File: src/rtl/usb_ep_pkg.sv
package usb_ep_pkg;
  typedef enum logic [1:0] {TK_OUT = 2'd0, TK_IN = 2'd1, TK_SETUP = 2'd2, TK_RSV = 2'd3} tok_e;
  typedef enum logic [1:0] {HS_ACK = 2'd0, HS_NAK = 2'd1, HS_STALL = 2'd2, HS_NONE = 2'd3} hs_e;
  typedef enum logic [1:0] {PD_IDLE = 2'd0, PD_OUT = 2'd1, PD_SETUP = 2'd2, PD_INWAIT = 2'd3} pend_e;
  localparam int FLAG_TXDONE = 0;
  localparam int FLAG_RXOUT  = 1;
  localparam int FLAG_SETUP  = 2;
  localparam int FLAG_STALL  = 3;
  localparam int NUM_FLAGS   = 4;
endpackage

File: src/rtl/usb_ep_xact.sv
module usb_ep_xact
  import usb_ep_pkg::*;
#(
  parameter int MAX_LEN   = 8,
  parameter int SETUP_LEN = 8,
  parameter int LW        = 4
) (
  input  logic          clk,
  input  logic          rst_n,
  input  logic          en,
  input  logic          ctrl_ep,
  input  logic          stall,
  input  logic          txrdy,
  input  logic          rx_busy,
  input  logic          tgl,
  input  logic          tok_valid,
  input  logic [1:0]    tok_kind,
  input  logic          rx_valid,
  input  logic          rx_odd,
  input  logic [LW-1:0] rx_len,
  input  logic          host_ack,
  output logic          hs_valid,
  output logic [1:0]    hs_code,
  output logic          tx_valid,
  output logic          tx_odd,
  output logic          fifo_wr,
  output logic          fifo_rd,
  output logic          ev_in_done,
  output logic          ev_out_ok,
  output logic          ev_setup_ok,
  output logic          ev_stall
);
  function automatic logic len_ok(input logic [LW-1:0] l);
    return l <= LW'(MAX_LEN);
  endfunction

  pend_e pend_q, pend_n;
  hs_e   hs_n;
  logic  tx_n, wr_n, rd_n;

  always_comb begin
    pend_n = pend_q;
    hs_n = HS_NONE;
    tx_n = 1'b0;
    wr_n = 1'b0;
    rd_n = 1'b0;
    ev_in_done = 1'b0;
    ev_out_ok = 1'b0;
    ev_setup_ok = 1'b0;
    ev_stall = 1'b0;
    if (tok_valid) begin
      pend_n = PD_IDLE;
      if (en) begin
        case (tok_e'(tok_kind))
          TK_IN: begin
            if (stall) begin
              hs_n = HS_STALL;
              ev_stall = 1'b1;
            end else if (!txrdy) begin
              hs_n = HS_NAK;
            end else begin
              tx_n = 1'b1;
              rd_n = 1'b1;
              pend_n = PD_INWAIT;
            end
          end
          TK_OUT:   pend_n = PD_OUT;
          TK_SETUP: if (ctrl_ep) pend_n = PD_SETUP;
          default:  pend_n = PD_IDLE;
        endcase
      end
    end else if (rx_valid) begin
      pend_n = PD_IDLE;
      if (len_ok(rx_len)) begin
        if (pend_q == PD_SETUP) begin
          if (!rx_odd && rx_len == LW'(SETUP_LEN)) begin
            hs_n = HS_ACK;
            wr_n = 1'b1;
            ev_setup_ok = 1'b1;
          end
        end else if (pend_q == PD_OUT) begin
          if (stall) begin
            hs_n = HS_STALL;
            ev_stall = 1'b1;
          end else if (rx_busy) begin
            hs_n = HS_NAK;
          end else if (rx_odd != tgl) begin
            hs_n = HS_ACK;
          end else begin
            hs_n = HS_ACK;
            wr_n = 1'b1;
            ev_out_ok = 1'b1;
          end
        end
      end
    end else if (host_ack && pend_q == PD_INWAIT) begin
      ev_in_done = 1'b1;
      pend_n = PD_IDLE;
    end
  end

  hs_e hs_q;
  always_ff @(posedge clk or negedge rst_n) begin
    if (!rst_n) begin
      pend_q <= PD_IDLE;
      hs_q <= HS_NONE;
      tx_valid <= 1'b0;
      tx_odd <= 1'b0;
      fifo_wr <= 1'b0;
      fifo_rd <= 1'b0;
    end else begin
      pend_q <= pend_n;
      hs_q <= hs_n;
      tx_valid <= tx_n;
      tx_odd <= tgl;
      fifo_wr <= wr_n;
      fifo_rd <= rd_n;
    end
  end

  assign hs_valid = (hs_q != HS_NONE);
  assign hs_code  = hs_q;

  // a token on a disabled endpoint draws no response
  p_quiet_disabled_r1: assert property (@(posedge clk) disable iff (!rst_n)
    (tok_valid && !en) |=> (!hs_valid && !tx_valid && !fifo_rd));

  // busy receive buffer forces NAK and blocks the write
  p_nak_busy_r5: assert property (@(posedge clk) disable iff (!rst_n)
    (rx_valid && !tok_valid && pend_q == PD_OUT && !stall && rx_busy && len_ok(rx_len))
      |=> (hs_valid && hs_code == HS_NAK && !fifo_wr));

  // a data packet and a handshake never go out together
  p_one_reply_r3: assert property (@(posedge clk) disable iff (!rst_n)
    $onehot0({hs_valid, tx_valid}));
endmodule

File: src/rtl/usb_ep_flags.sv
module usb_ep_flags #(
  parameter int N = 4
) (
  input  logic         clk,
  input  logic         rst_n,
  input  logic [N-1:0] set,
  input  logic [N-1:0] clr,
  output logic [N-1:0] q
);
  for (genvar i = 0; i < N; i++) begin : g_flag
    always_ff @(posedge clk or negedge rst_n) begin
      if (!rst_n)      q[i] <= 1'b0;
      else if (set[i]) q[i] <= 1'b1;
      else if (clr[i]) q[i] <= 1'b0;
    end

    // acknowledge clears the flag unless a new event sets it
    p_ack_clears_r9: assert property (@(posedge clk) disable iff (!rst_n)
      (clr[i] && !set[i]) |=> !q[i]);
    // nothing but the acknowledge clears a flag
    p_hold_r9: assert property (@(posedge clk) disable iff (!rst_n)
      (q[i] && !clr[i]) |=> q[i]);
  end
endmodule

File: src/rtl/usb_ep_toggle.sv
module usb_ep_toggle (
  input  logic clk,
  input  logic rst_n,
  input  logic flip,
  input  logic force_one,
  input  logic wr,
  input  logic wr_val,
  output logic q
);
  always_ff @(posedge clk or negedge rst_n) begin
    if (!rst_n)         q <= 1'b0;
    else if (force_one) q <= 1'b1;
    else if (flip)      q <= ~q;
    else if (wr)        q <= wr_val;
  end

  // a completed transaction moves to the other parity
  p_flip_r4: assert property (@(posedge clk) disable iff (!rst_n)
    (flip && !force_one) |=> (q != $past(q)));
  // with no event or write the parity holds
  p_steady_r6: assert property (@(posedge clk) disable iff (!rst_n)
    (!flip && !force_one && !wr) |=> $stable(q));
endmodule

File: src/rtl/usb_ep_engine.sv
module usb_ep_engine
  import usb_ep_pkg::*;
#(
  parameter int MAX_LEN = 8,
  parameter int CRC_LEN = 2,
  localparam int LW = $clog2(MAX_LEN + 1),
  localparam int CW = $clog2(MAX_LEN + CRC_LEN + 1)
) (
  input  logic          clk,
  input  logic          rst_n,
  input  logic          cfg_en,
  input  logic          cfg_ctrl,
  input  logic          cfg_stall,
  input  logic          tok_valid,
  input  logic [1:0]    tok_kind,
  input  logic          rx_valid,
  input  logic          rx_odd,
  input  logic [LW-1:0] rx_len,
  input  logic          host_ack,
  input  logic          fw_txrdy_set,
  input  logic          fw_de_set,
  input  logic          fw_tgl_wr,
  input  logic          fw_tgl_val,
  input  logic          fw_ack_txdone,
  input  logic          fw_ack_rxout,
  input  logic          fw_ack_setup,
  input  logic          fw_ack_stall,
  output logic          hs_valid,
  output logic [1:0]    hs_code,
  output logic          tx_valid,
  output logic          tx_odd,
  output logic          fifo_wr,
  output logic          fifo_rd,
  output logic          txrdy,
  output logic          tx_done,
  output logic          rx_out,
  output logic          rx_setup,
  output logic          stall_sent,
  output logic          data_end,
  output logic          toggle,
  output logic [CW-1:0] byte_cnt,
  output logic          irq
);
  function automatic logic [CW-1:0] wire_count(input logic [LW-1:0] len);
    return CW'(len) + CW'(CRC_LEN);
  endfunction

  logic ev_in_done, ev_out_ok, ev_setup_ok, ev_stall;
  logic [NUM_FLAGS-1:0] flag_set, flag_clr, flag_q;

  usb_ep_xact #(.MAX_LEN(MAX_LEN), .SETUP_LEN(8), .LW(LW)) u_xact (
    .clk(clk), .rst_n(rst_n), .en(cfg_en), .ctrl_ep(cfg_ctrl), .stall(cfg_stall),
    .txrdy(txrdy), .rx_busy(rx_out), .tgl(toggle),
    .tok_valid(tok_valid), .tok_kind(tok_kind), .rx_valid(rx_valid), .rx_odd(rx_odd),
    .rx_len(rx_len), .host_ack(host_ack),
    .hs_valid(hs_valid), .hs_code(hs_code), .tx_valid(tx_valid), .tx_odd(tx_odd),
    .fifo_wr(fifo_wr), .fifo_rd(fifo_rd),
    .ev_in_done(ev_in_done), .ev_out_ok(ev_out_ok), .ev_setup_ok(ev_setup_ok),
    .ev_stall(ev_stall)
  );

  always_comb begin
    flag_set = '0;
    flag_clr = '0;
    flag_set[FLAG_TXDONE] = ev_in_done;
    flag_set[FLAG_RXOUT]  = ev_out_ok;
    flag_set[FLAG_SETUP]  = ev_setup_ok;
    flag_set[FLAG_STALL]  = ev_stall;
    flag_clr[FLAG_TXDONE] = fw_ack_txdone;
    flag_clr[FLAG_RXOUT]  = fw_ack_rxout;
    flag_clr[FLAG_SETUP]  = fw_ack_setup;
    flag_clr[FLAG_STALL]  = fw_ack_stall;
  end

  usb_ep_flags #(.N(NUM_FLAGS)) u_flags (
    .clk(clk), .rst_n(rst_n), .set(flag_set), .clr(flag_clr), .q(flag_q)
  );

  assign tx_done    = flag_q[FLAG_TXDONE];
  assign rx_out     = flag_q[FLAG_RXOUT];
  assign rx_setup   = flag_q[FLAG_SETUP];
  assign stall_sent = flag_q[FLAG_STALL];
  assign irq        = |flag_q;

  usb_ep_toggle u_toggle (
    .clk(clk), .rst_n(rst_n), .flip(ev_in_done | ev_out_ok), .force_one(ev_setup_ok),
    .wr(fw_tgl_wr), .wr_val(fw_tgl_val), .q(toggle)
  );

  always_ff @(posedge clk or negedge rst_n) begin
    if (!rst_n) begin
      txrdy <= 1'b0;
      data_end <= 1'b0;
      byte_cnt <= '0;
    end else begin
      if (ev_in_done)        txrdy <= 1'b0;
      else if (fw_txrdy_set) txrdy <= 1'b1;
      if (ev_setup_ok)       data_end <= 1'b0;
      else if (fw_de_set)    data_end <= 1'b1;
      if (ev_out_ok || ev_setup_ok) byte_cnt <= wire_count(rx_len);
    end
  end

  // the recorded count never exceeds payload limit plus CRC
  p_bcnt_range_r4: assert property (@(posedge clk) disable iff (!rst_n)
    byte_cnt <= CW'(MAX_LEN + CRC_LEN));
  // an acknowledged IN clears the ready flag
  p_txrdy_drop_r3: assert property (@(posedge clk) disable iff (!rst_n)
    ev_in_done |=> !txrdy);
endmodule

File: config.mk
export PLATFORM = sky130hd
export DESIGN_NAME = usb_ep_engine
export DESIGN_NICKNAME = d
export VERILOG_FILES = /design/src/rtl/usb_ep_pkg.sv /design/src/rtl/usb_ep_xact.sv /design/src/rtl/usb_ep_flags.sv /design/src/rtl/usb_ep_toggle.sv /design/src/rtl/usb_ep_engine.sv
export SDC_FILE = /design/constraint.sdc
export NUM_CORES = 1
export LEC_CHECK = 0
export ABC_AREA = 1
export BUFFER_PORTS_ARGS = -buffer_cell sky130_fd_sc_hd__buf_2
export CAP_MARGIN = 10
export CORE_MARGIN = 2
export CORE_UTILIZATION = 40
export DETAILED_ROUTE_END_ITERATION = 6
export PLACE_DENSITY = 0.81
export SYNTH_ARGS = -nofsm -noshare
export SYNTH_HDL_FRONTEND = slang
export SYNTH_SLANG_ARGS = --single-unit
File: constraint.sdc
create_clock -name clk -period 1.1 [get_ports clk]
set_input_delay 0.165 -clock clk [delete_from_list [all_inputs] [get_ports clk]]
set_output_delay 0.165 -clock clk [all_outputs]
set_load 0.05 [all_outputs]
# ---- After elaboration in Yosys (flattened, before gate mapping)
# Cells that the tools add are included.
# Widths: inputs -> output; s select.
dict set report word_totals {
  elab_cells 107
  input_bits 23
  output_inout_bits 19
  regBits 18
}
dict set report op_classes {
  n_eq_ne 8
  add_sub_neg 1
  n_mux 68
  n_reduce_logical 14
  bitwise_logic 2
  order_cmp 1
}
# cell count
set ops {}
lappend ops {{$mux 1} 49}
lappend ops {{$mux 2} 18}
lappend ops {{$reduce_bool 2->1} 6}
lappend ops {{$eq 2x2->1 const B} 3}
lappend ops {{$pmux 2 s3} 1}
lappend ops {{$reduce_bool 3->1} 2}
lappend ops {{$add 4x2->4 const B} 1}
lappend ops {{$eq 2x1->1 const B} 2}
lappend ops {{$eq 4x4->1 const B} 1}
lappend ops {{$le 4x4->1 const B} 1}
lappend ops {{$reduce_or 4->1} 1}
lappend ops {{$logic_and 1x1->1} 2}
lappend ops {{$logic_not 2->1} 1}
lappend ops {{$ne 2x2->1 const B} 1}
lappend ops {{$logic_not 1->1} 1}
lappend ops {{$logic_or 1x1->1} 1}
lappend ops {{$ne 1x1->1} 1}
lappend ops {{$not 1->1} 1}
lappend ops {{$or 1x1->1} 1}

# ---- Logic depth before layout (Yosys ltp)
# Gate-level depths: netlist of the first run.
dict set report depth {
  word_depth 12
  mapped_depth 8
  mapped_depth_nobuf 8
}

# ---- Modules after synthesis
# A second synthesis of the first run with hierarchy kept.
dict set report unflattened {
  cells_unflattened 133
  hier_area_um2 954.7
}
# module n_inst cells_each seq_area_each_um2 area_per_inst_um2
set modules_own_cells {}
lappend modules_own_cells {usb_ep_xact 1 69 177.7 461.7}
lappend modules_own_cells {usb_ep_engine 1 34 150.1 271.5}
lappend modules_own_cells {usb_ep_flags 1 20 100.1 160.2}
lappend modules_own_cells {usb_ep_toggle 1 10 25.0 61.3}

# ---- Worst setup path after synthesis of the first run
# OpenSTA, ideal clock, no wires.
dict set report synth_path {
  path_type {register -> register}
  start {register u_toggle.q}
  end {register u_toggle.q}
  period_less_slack_ns 1.387
  n_path_buf 0
  stages_incl_launch_ff 8
  setup_slack_ns -0.287
  required_ns 0.976
  t_arrival_ns 1.263
  setup_ns 0.124
  path_cell_list {dfrtp_1 -> inv_1 -> nand2_1 -> nand3_1 -> nor2_4 -> nand2_4 -> nand3_1 -> nand3_1}
}
dict set report synth_between {
  elab_chain_len 12
  elab_cells_between_ends 14
  cone_classes {1 x eq/ne; 10 x mux; 2 x bitwise; 1 x reduce/logical}
}
# element line
set synth_rtl {}
lappend synth_rtl {{from (decl)} usb_ep_toggle.sv:8} ;# output logic q
lappend synth_rtl {{from (signal assigned)} usb_ep_toggle.sv:13} ;# else if (flip) q <= ~q;
lappend synth_rtl {{from (signal assigned)} usb_ep_toggle.sv:14} ;# else if (wr) q <= wr_val;
lappend synth_rtl {{$ne 1x1->1} usb_ep_xact.sv:87} ;# end else if (rx_odd != tgl) begin
lappend synth_rtl {{$mux 1} usb_ep_xact.sv:87}
lappend synth_rtl {{$mux 1} usb_ep_xact.sv:85} ;# end else if (rx_busy) begin
lappend synth_rtl {{$mux 1} usb_ep_xact.sv:82} ;# if (stall) begin
lappend synth_rtl {{$mux 1} usb_ep_xact.sv:81} ;# end else if (pend_q == PD_OUT) begin
lappend synth_rtl {{$mux 1} usb_ep_xact.sv:75} ;# if (pend_q == PD_SETUP) begin
lappend synth_rtl {{$mux 1} usb_ep_xact.sv:74} ;# if (len_ok(rx_len)) begin
lappend synth_rtl {{$mux 1} usb_ep_xact.sv:72} ;# end else if (rx_valid) begin
lappend synth_rtl {{$mux 1} usb_ep_xact.sv:51} ;# if (tok_valid) begin
lappend synth_rtl {{$or 1x1->1} usb_ep_engine.sv:86} ;# .clk(clk), .rst_n(rst_n), .flip(ev_in_done | ev_out_ok), .force_one(ev_setup_ok),
lappend synth_rtl {{$mux 1} usb_ep_toggle.sv:13}
lappend synth_rtl {{$mux 1} usb_ep_toggle.sv:12} ;# else if (force_one) q <= 1'b1;
# Several ways; a longest one is shown, not always the timed one.
# A chain may end at the register's enable or synchronous reset.

# ---- Worst setup path in the final report of the first run
dict set report layout_path {
  start {register u_flags.q[1]}
  end {output port irq}
}
dict set report layout_between {
  elab_chain_len 1
}
# element line
set layout_rtl {}
lappend layout_rtl {{from (decl)} usb_ep_flags.sv:8} ;# output logic [N-1:0] q
lappend layout_rtl {{from (signal, indexed assignment)} usb_ep_flags.sv:12} ;# if (!rst_n) q[i] <= 1'b0;
lappend layout_rtl {{from (signal, indexed assignment)} usb_ep_flags.sv:13} ;# else if (set[i]) q[i] <= 1'b1;
lappend layout_rtl {{from (signal, indexed assignment)} usb_ep_flags.sv:14} ;# else if (clr[i]) q[i] <= 1'b0;
lappend layout_rtl {{$reduce_or 4->1} usb_ep_engine.sv:83} ;# assign irq = |flag_q;
lappend layout_rtl {{to (decl)} usb_ep_engine.sv:42} ;# output logic irq
# No other way between the ends.

==> run metrics, run 1 <==
final setup vio count=13; unrepaired setup endpoints after global routing=true; Lkg Pwr=0.793 nW; # rows=17; clk_lat worst skew=just under 300 ps; starting density of the core=0.418; Starting DRT DRC Count=11; Clock transition at path regs=approximately 90 ps; Hold Path Cell Cnt=2; Final Instance Count excl. Fillers=about 200; crit-path max FO=2; Die H=51.6 um; worst hold path class=input pin to flip-flop; worst-case clock buffer depth=2; M1 WL=941 um; syn avg cell area=a little over 8 um^2; post-layout net count=just under 200; gr usage total=0.175; final slew viol count=0; DP Cell Count=~190; CTS root buf=clkbuf_4; fin crit share=1.13; Max transition margin=0.737; status=complete, but fails checks; main area contributors after synthesis=dfrtp_1, nand2_1, nand3_1; Crit path depth=4; MaxCap Viol Count=0; CP max-delay cell=dfrtp_2; Seq/Total Area, Yosys=0.499; CP top delay family=flip-flops; crit-path cells=inv_2, buf_6, nand3_2, buf_6; # clock sinks=18; Via density=approximately 4.7; reg-to-reg slack, setup=-140 ps; Worst path max stage delay=approximately 410 ps; Ant. Diodes=0; post-route cell area=between 0.001 and 0.0015 mm^2; maximum VDD drop=just under 0.8 mV; met2 WL=1190 um; flops & latches, synth=18; cell mode on critical path=buf_6; slew at the pin closest to its max-slew limit=approximately 390 ps; CTS buffer count=3; Fmax=~800 MHz; worst reg-to-reg path cell count=7; CP arrival=1080 ps; post-synth top area share=0.441; share of cells above drive strength 1=0.515; Post-DP Area=0.00121 mm^2; routability cong.=slightly above 0.8; Detailed Place HPWL=roughly 1600 um; Pwr Total=between 1 and 1.5 mW; Mapped Nets=approximately 140; synth-to-layout area growth=56.7%; Fillers=201; Worst Min Path Start=fw_ack_rxout; vias in the first global route=846; Pwr Density=~1000 mW/mm^2; Post-synth top cells=nand2_1, inv_1, dfrtp_1; Vias=between 900 and 1000; Primary FF master, synth=dfrtp_1; CTS tree=done; Async S/R FF share, synth=1.00; RR Endpoint=byte_cnt[0]; Total Wirelength=roughly 2300 um; dpl ws=-181 ps; drt drc=0; Port Buffers=a little over 40; core area=around 0.0022 mm^2; final worst slack=-144 ps; DIE AREA=about 0.0027 mm^2; Critical Path End Type=output pin; H-tree depth=1; met3 wire len=133 um; EDFF count, synth=0; synth warn=0; most frequent cell after synthesis=nand2_1; cell count after synthesis=111; Hold Vio Cnt, Final=0; Hold WS=around 27 ps; antenna violations before repair=0; WP data required=approximately 940 ps; Clock Skew=approximately 9 ps; post-route ant nets=0; worst r2r src=u_xact.pend_q[1]; Die Wd=approximately 52 um; Top Metal Used=met4; io pins=42; kind of critical path=flip-flop to output pin; Yosys cell types=22; final core occ=0.655; global-route wire length before repair=~3500 um; Cell Area, Synth=around 900 um^2; WP buf/inv=3; Critical Path Start Type=flip-flop; cell taking the most area after synthesis=dfrtp_1; Setup TNS=-1110 ps; Hold Crit Endpoint=u_flags.q[1]; largest net degree at the start of global routing=19; Avg WL per Cell=between 10 and 15 um; GRT overflow=0; Period minus WS final=~1200 ps; TritonRoute pass-1 iters=4; failing checks=negative setup slack
-- layout make-up --
type / count / area [um^2] / share of cell area
flip-flops and latches: 18 / 457 / 0.321
repair buffers: 55 / 395 / 0.278
clock buffers: 4 / 26.3 / 0.0185
well taps: 28 / 35.0 / 0.0246
multi-input cells: 74 / 440 / 0.310
inverters: 18 / 67.6 / 0.0475
-- where the power goes --
group | leakage, nW | switching [mW] | internal, mW | total [mW]
combinational | 0.553 | 0.256 | 0.168 | 0.424
sequential | 0.225 | 0.0282 | 0.698 | 0.726
clock | 0.0150 | 0.200 | 0.141 | 0.342
-- placed cells by master (no fill, tap or decap) --
master	count
a21oi_1	4
buf_2	26
buf_4	14
buf_6	6
buf_8	3
clkbuf_1	1
clkbuf_4	8
dfrtp_1	13
dfrtp_2	3
dfstp_2	2
dlygate4sd3_1	1
ha_1	1
inv_1	13
inv_2	5
nand2_1	18
nand2_2	3
nand2_4	3
nand3_1	10
nand3_2	4
nand3_4	1
nor2_1	10
nor2_2	3
nor2_4	2
nor3_1	2
nor3_2	2
nor4_1	1
o21a_1	1
o21ai_0	4
o21ai_1	1
o21ai_2	1
o22ai_1	1
or2_4	1
xor2_1	1
-- how the worst max path moves through the flow --
stage / startpoint / endpoint / slack [ps]
detailed placement: u_xact.pend_q[1] / byte_cnt[2] / -180
finish: u_flags.q[1] / irq / -140
floorplan: u_toggle.q / byte_cnt[0] / -100
global placement: u_xact.pend_q[0] / byte_cnt[0] / -120
CTS: u_flags.q[1] / irq / -160
global route: u_xact.pend_q[1] / byte_cnt[0] / -230
-- cells by family (layout without fill, tap and decap cells) --
| family | after synthesis | in the layout | share of synthesized area |
|---|---|---|---|
| compound gates | 12 | 12 | 0.0704 |
| xor+xnor | 1 | 1 | 0.00966 |
| fa+ha+maj | 1 | 1 | 0.0138 |
| buf+inv | 20 | 77 | 0.0952 |
| flops | 18 | 18 | 0.499 |
| simple gates | 59 | 60 | 0.312 |
-- registers in the layout, indices dropped and copies added (netlist names) --
signal and cells:
byte_cnt 4, data_end 1, txrdy 1, u_flags.q 4
u_toggle.q 1, u_xact.fifo_wr 1, u_xact.hs_code 2, u_xact.pend_q 2
u_xact.tx_odd 1, u_xact.tx_valid 1
-- routing by layer --
layer	vias to the layer above	GRT usage
li1	471	-
met1	421	0.212
met2	34	0.312
met3	2	0.0345
met4	0	0.0526
met5	-	0
-- timing repair --
item | 4_1_cts | 5_1_grt
resized for setup | 24 | 18
cloned | 0 | 1
buffers inserted | 2 | 3
endpoints found under the setup margin | 18 | 24
pin swaps | 0 | 2
hold endpoints to repair | 16 | 0
hold buffers | 1 | 0
Power figures use the tool's default switching activity.
==> run 2, diff against run 1 <==
--- a/config.mk
+++ b/config.mk
@@ -6,12 +6,15 @@
 export NUM_CORES = 1
 export LEC_CHECK = 0
 export ABC_AREA = 1
+export ABC_CLOCK_PERIOD_IN_PS = 1100
 export BUFFER_PORTS_ARGS = -buffer_cell sky130_fd_sc_hd__buf_2
 export CAP_MARGIN = 10
+export CELL_PAD_IN_SITES_DETAIL_PLACEMENT = 0
+export CELL_PAD_IN_SITES_GLOBAL_PLACEMENT = 2
 export CORE_MARGIN = 2
-export CORE_UTILIZATION = 40
+export CORE_UTILIZATION = 22
 export DETAILED_ROUTE_END_ITERATION = 6
-export PLACE_DENSITY = 0.81
+export PLACE_DENSITY = 0.82
 export SYNTH_ARGS = -nofsm -noshare
 export SYNTH_HDL_FRONTEND = slang
 export SYNTH_SLANG_ARGS = --single-unit
==> run 2 against run 1 <==
- the flow still finishes with violations (negative setup slack)
- register-to-register slack better by 70 ps
- sequential power hardly changed
- wire length is 4.1% higher
- via count is 0.86% lower
- sequential share of layout area is 0.52 points higher
- flip-flop and latch count stayed put
- clock skew is 5.4 ps lower
- combinational power is 9.2% lower
- critical path type is now flip-flop to flip-flop
==> run metrics, run 2 (synthesis gave the netlist of run 1 again) <==
clk_lat worst skew=about 250 ps; P_sw=just under 0.5 mW; Ant. Diodes=0; antenna violations before repair=0; Sequential Power Share=0.460; largest net degree at the start of global routing=19; kind of critical path=flip-flop to flip-flop; core area=about 0.004 mm^2; Detailed Place HPWL=approximately 1900 um; Hold Vio Cnt, Final=0; Avg WL per Cell=11.0 um; Clock transition at path regs=~70 ps; Fmax=852 MHz; GRT overflow=0; CTS tree=done; worst-case clock buffer depth=2; clock share of power=0.296; vias in the first global route=~900; gr usage total=0.110; unrepaired setup endpoints after global routing=true; starting density of the core=0.228; crit-path max FO=4; CTS root buf=clkbuf_8; Die Wd=68.2 um; Critical Path Start Type=flip-flop; final worst slack=-73.3 ps; Die H=approximately 68 um; Worst path max stage delay=between 400 and 500 ps; Period minus WS final=1170 ps; MaxCap Viol Count=0; final slew viol count=0; Starting DRT DRC Count=14; Pwr Density=1120 mW/mm^2; Critical Path End Type=flip-flop; combinational share of power=0.244; commonest non-fill, non-tap cells in the layout=buf_2, nand2_1, inv_1; synth-to-layout area growth=54.6%; internal power=around 1.1 mW; status=complete, but fails checks; Sw Share=0.307; CP arrival=between 1000 and 1500 ps; failing checks=negative setup slack; Pwr Total=1.58 mW; crit-path cells=inv_2, nor2_4, nand2_2, nor2_4, nand2_2, nand3_1, nand2_1; # clock sinks=18; fin crit share=1.07; global-route wire length before repair=~3800 um; post-route ant nets=0; area of the multi-input gates=between 400 and 500 um^2; TritonRoute pass-1 iters=4; # rows=23; Storage cell area=458 um^2; WP data required=1250 ps; Clock Skew=approximately 3.8 ps; Max transition margin=0.730; maximum VDD drop=~0.4 mV; H-tree depth=1; Largest regs=byte_cnt (4), u_flags.q (4); Fillers=roughly 420; post-layout net count=191; CTS buffer count=3; Vias=920; worst hold path class=input pin to flip-flop; Setup TNS=-527 ps; Total Wirelength=approximately 2400 um; CP max-delay cell=dfrtp_1; Via density=approximately 4.3; share of cells above drive strength 1=0.506; Lkg Pwr=0.762 nW; Port Buffers=41; final setup vio count=11; io pins=42; slew at the pin closest to its max-slew limit=around 410 ps; routability cong.=approximately 0.73; DIE AREA=around 0.0047 mm^2; most common cell after layout, fill and taps aside=buf_2; drt drc=0
## run 2: cell count changes in the layout (fill, tap and decap cells not counted), moves of 3 or more
cell / previous run / this run
buf_2: 26 / 34
buf_4: 14 / 8
clkbuf_4: 8 / 2
clkbuf_8: 0 / 3
nand2_2: 3 / 6
## run 2: final cells by class
cell class	instances	area share
sequential	18	0.326
multi-input combinational	74	0.302
tap	50	0.0446
timing repair buffer	52	0.246
inverter	18	0.0482
clock buffer	4	0.0321
## run 2: what timing repair did
action | in CTS | in global routing
gates resized for setup | 19 | 12
gates cloned | 0 | 1
hold endpoints to repair | 16 | 0
hold buffers | 1 | 0
buffers inserted | 1 | 1
pin swaps | 1 | 0
endpoints found under the setup margin | 12 | 19
## run 2: path summary, 6_finish.rpt
check	slack [ps]	endpoint	cells past startpoint	startpoint
worst max-delay path	-70	byte_cnt[0]	7	u_xact.pend_q[0]
max in group asynchronous	400	u_xact.hs_code[1]	2	rst_n
worst min register to register	500	data_end	2	data_end
worst min-delay path	70	u_flags.q[1]	2	fw_ack_rxout
min in group asynchronous	370	byte_cnt[2]	2	rst_n
worst max register to register	-70	byte_cnt[0]	7	u_xact.pend_q[0]
## run 2: metrics by stage
step	setup slack (ps)	util	hold WS, ps	cells	instance area (um^2)
after floorplan	-95.2	-	-131	111	928
after global placement	-136	0.312	117	208	1240
after detailed placement	-192	0.312	121	208	1240
after CTS	-75.8	0.341	71.4	214	1360
after global routing	-176	0.353	70.1	216	1400
final	-73.3	0.353	71.2	216	1400
## run 2: routing by layer
| metal | up-vias | part of all wire | GRT usage |
|---|---|---|---|
| met5 | - | 0 | 0 |
| met4 | 0 | 0 | 0.0225 |
| met3 | 0 | 0.061 | 0.0263 |
| met2 | 28 | 0.50 | 0.197 |
| met1 | 430 | 0.44 | 0.132 |
| li1 | 462 | - | - |
## run 2: critical path: cells and delay by family, from the launching register on
family                 cells  cell delay (ps)
buffers and inverters      1               70
DFF                        1              420
and+or+nand+nor            6              580
## run 2: power by group through the flow
stage	logic (mW)	clock network [mW]	registers (mW)
4_1_cts	0.382	0.487	0.722
6_report	0.385	0.466	0.725
3_5_place_dp	0.356	0	0.730
3_3_place_gp	0.352	0	0.731
2_1_floorplan	0.106	0	0.841
5_1_grt	0.420	0.509	0.730
==> run 3, diff against run 2 <==
--- a/config.mk
+++ b/config.mk
@@ -5,16 +5,15 @@
 export SDC_FILE = /design/constraint.sdc
 export NUM_CORES = 1
 export LEC_CHECK = 0
-export ABC_AREA = 1
 export ABC_CLOCK_PERIOD_IN_PS = 1100
 export BUFFER_PORTS_ARGS = -buffer_cell sky130_fd_sc_hd__buf_2
 export CAP_MARGIN = 10
 export CELL_PAD_IN_SITES_DETAIL_PLACEMENT = 0
 export CELL_PAD_IN_SITES_GLOBAL_PLACEMENT = 2
 export CORE_MARGIN = 2
-export CORE_UTILIZATION = 22
+export CORE_UTILIZATION = 23
 export DETAILED_ROUTE_END_ITERATION = 6
-export PLACE_DENSITY = 0.82
+export PLACE_DENSITY_LB_ADDON = 0.1
 export SYNTH_ARGS = -nofsm -noshare
 export SYNTH_HDL_FRONTEND = slang
 export SYNTH_SLANG_ARGS = --single-unit
==> run 3 against run 2 <==
- the flow still finishes with violations (negative setup slack)
- critical path depth down 5
- clock skew down 2.2 ps
- synthesized cell count down 31%
- largest cell class is now buffers
==> run metrics, run 3 <==
status=complete, but fails checks; failing checks=negative setup slack; cell count after synthesis=between 70 and 80; io pins=between 40 and 50; CTS buffer count=3; crit-path max FO=2; Total Wirelength=approximately 2400 um; post-route ant nets=0; Vias=852; Clock Skew=between 1.5 and 2 ps; Detailed Place HPWL=roughly 1800 um; most common cell after layout, fill and taps aside=buf_2; core area=0.00363 mm^2; commonest non-fill, non-tap cells in the layout=buf_2, buf_4, dfrtp_1; dpl ws=-370 ps; main area contributors after synthesis=dfrtp_1, dfstp_2, mux2_4; Pwr Density=between 1000 and 1500 mW/mm^2; DIE AREA=around 0.0043 mm^2; Post-DP Area=approximately 0.0013 mm^2; Primary FF master, synth=dfrtp_1; largest net degree at the start of global routing=19; slew at the pin closest to its max-slew limit=between 400 and 500 ps; Mapped Nets=101; fin crit share=1.38; H-tree depth=1; Async S/R FF share, synth=1.00; Critical Path Start Type=flip-flop; syn avg cell area=11.2 um^2; Worst Min Path Start=fw_ack_rxout; GRT overflow=0; WP data required=approximately 940 ps; Via density=roughly 4.3; worst hold path class=input pin to flip-flop; Worst setup startpoint=u_flags.q[3]; # clock sinks=18; Post-synth top cells=dfrtp_1, nand2_1, nor2_1; final setup vio count=17; routability cong.=between 0.6 and 0.7; post-route cell area=between 0.0015 and 0.002 mm^2; global-route wire length before repair=around 3900 um; post-synth top area share=0.462; starting density of the core=0.238; Max transition margin=0.729; CP arrival=~1400 ps; Ant. Diodes=0; worst-case clock buffer depth=2; unrepaired setup endpoints after global routing=true; Cell Area, Synth=around 870 um^2; antenna violations before repair=0; Fmax=between 600 and 700 MHz; flops & latches, synth=18; # rows=22; share of cells above drive strength 1=0.705; Yosys cell types=37; Hold Vio Cnt, Final=0; post-layout net count=between 150 and 200; maximum VDD drop=roughly 0.45 mV; final slew viol count=0; vias in the first global route=between 800 and 900; gr usage total=0.120; most frequent cell after synthesis=dfrtp_1; drt drc=0; Critical Path End Type=output pin; Lkg Pwr=0.771 nW; Clock transition at path regs=roughly 70 ps; synth-to-layout area growth=85.1%; Seq/Total Area, Yosys=0.523; clk_lat worst skew=250 ps; CTS root buf=clkbuf_8; synth warn=0; EDFF count, synth=0; Avg WL per Cell=between 10 and 15 um; cell taking the most area after synthesis=dfrtp_1; CTS tree=done; Period minus WS final=1520 ps; Starting DRT DRC Count=20; kind of critical path=flip-flop to output pin; final worst slack=-418 ps; worst r2r src=u_xact.pend_q[1]; Die H=around 65 um; Port Buffers=41; Largest regs=byte_cnt (4), u_flags.q (4); TritonRoute pass-1 iters=2; MaxCap Viol Count=0; Die Wd=65.4 um
## run 3: what timing repair did
| action | CTS | global route |
|---|---|---|
| pin swaps | 4 | 3 |
| endpoints found under the hold margin | 16 | 0 |
| resized for setup | 37 | 20 |
| endpoints found under the setup margin | 20 | 22 |
| setup buffers | 6 | 4 |
| hold buffers | 1 | 0 |
## run 3: critical path, stage by stage (launching register included)
cell and delay [ps]:
dfrtp_2 400, or4_4 540, buf_8 160
## run 3: per-stage QoR
stage / utilization / instances / hold WS (ps) / TNS, ps / total power, mW
4_1_cts: 0.417 / 194 / 94.4 / -2430 / 1.82
3_3_place_gp: 0.356 / 185 / 122 / -1920 / 1.20
3_5_place_dp: 0.356 / 185 / 128 / -2110 / 1.20
6_report: 0.441 / 197 / 73.4 / -2630 / 1.82
5_1_grt: 0.441 / 197 / 70.3 / -3360 / 1.91
2_1_floorplan: - / 77 / -131 / -1670 / 1.01
## run 3: layout make-up
| class | count | area [um^2] |
|---|---|---|
| tap | 48 | 60.1 |
| clock buffer | 4 | 55.1 |
| fill | 375 | 2030 |
| sequential | 18 | 459 |
| multi-input combinational | 53 | 469 |
| inverter | 5 | 18.8 |
| timing repair buffer | 69 | 541 |
## run 3: path summary, 6_finish.rpt
kind	end	slack [ps]	depth (start not counted)
setup / recovery	irq	-420	2
hold / removal	u_flags.q[1]	70	2
setup reg to reg	byte_cnt[3]	-370	4
hold reg to reg	data_end	490	2
max in group asynchronous	u_xact.hs_code[1]	400	2
min in group asynchronous	u_flags.q[0]	380	2
## run 3: routing by layer
layer | part of all wire | global-route usage | vias up
li1 | - | - | 418
met2 | 0.53 | 0.210 | 23
met1 | 0.43 | 0.149 | 409
met4 | 0.0071 | 0.0391 | 0
met3 | 0.039 | 0.0205 | 2
met5 | 0 | 0 | -
## run 3: where the power goes
group	internal, mW	switching [mW]	leakage, nW
registers	0.709	0.0290	0.217
logic	0.236	0.307	0.525
clock network	0.318	0.225	0.0288
## run 3: cell families after synthesis
logic type	after synthesis	synth area share
AO/OA/AOI/OAI	15	0.126
XOR/XNOR	2	0.0202
adder cells (fa/ha/maj)	1	0.0144
buffers and inverters	6	0.0304
flip-flops	18	0.523
multiplexers	4	0.0636
AND/OR/NAND/NOR	31	0.223
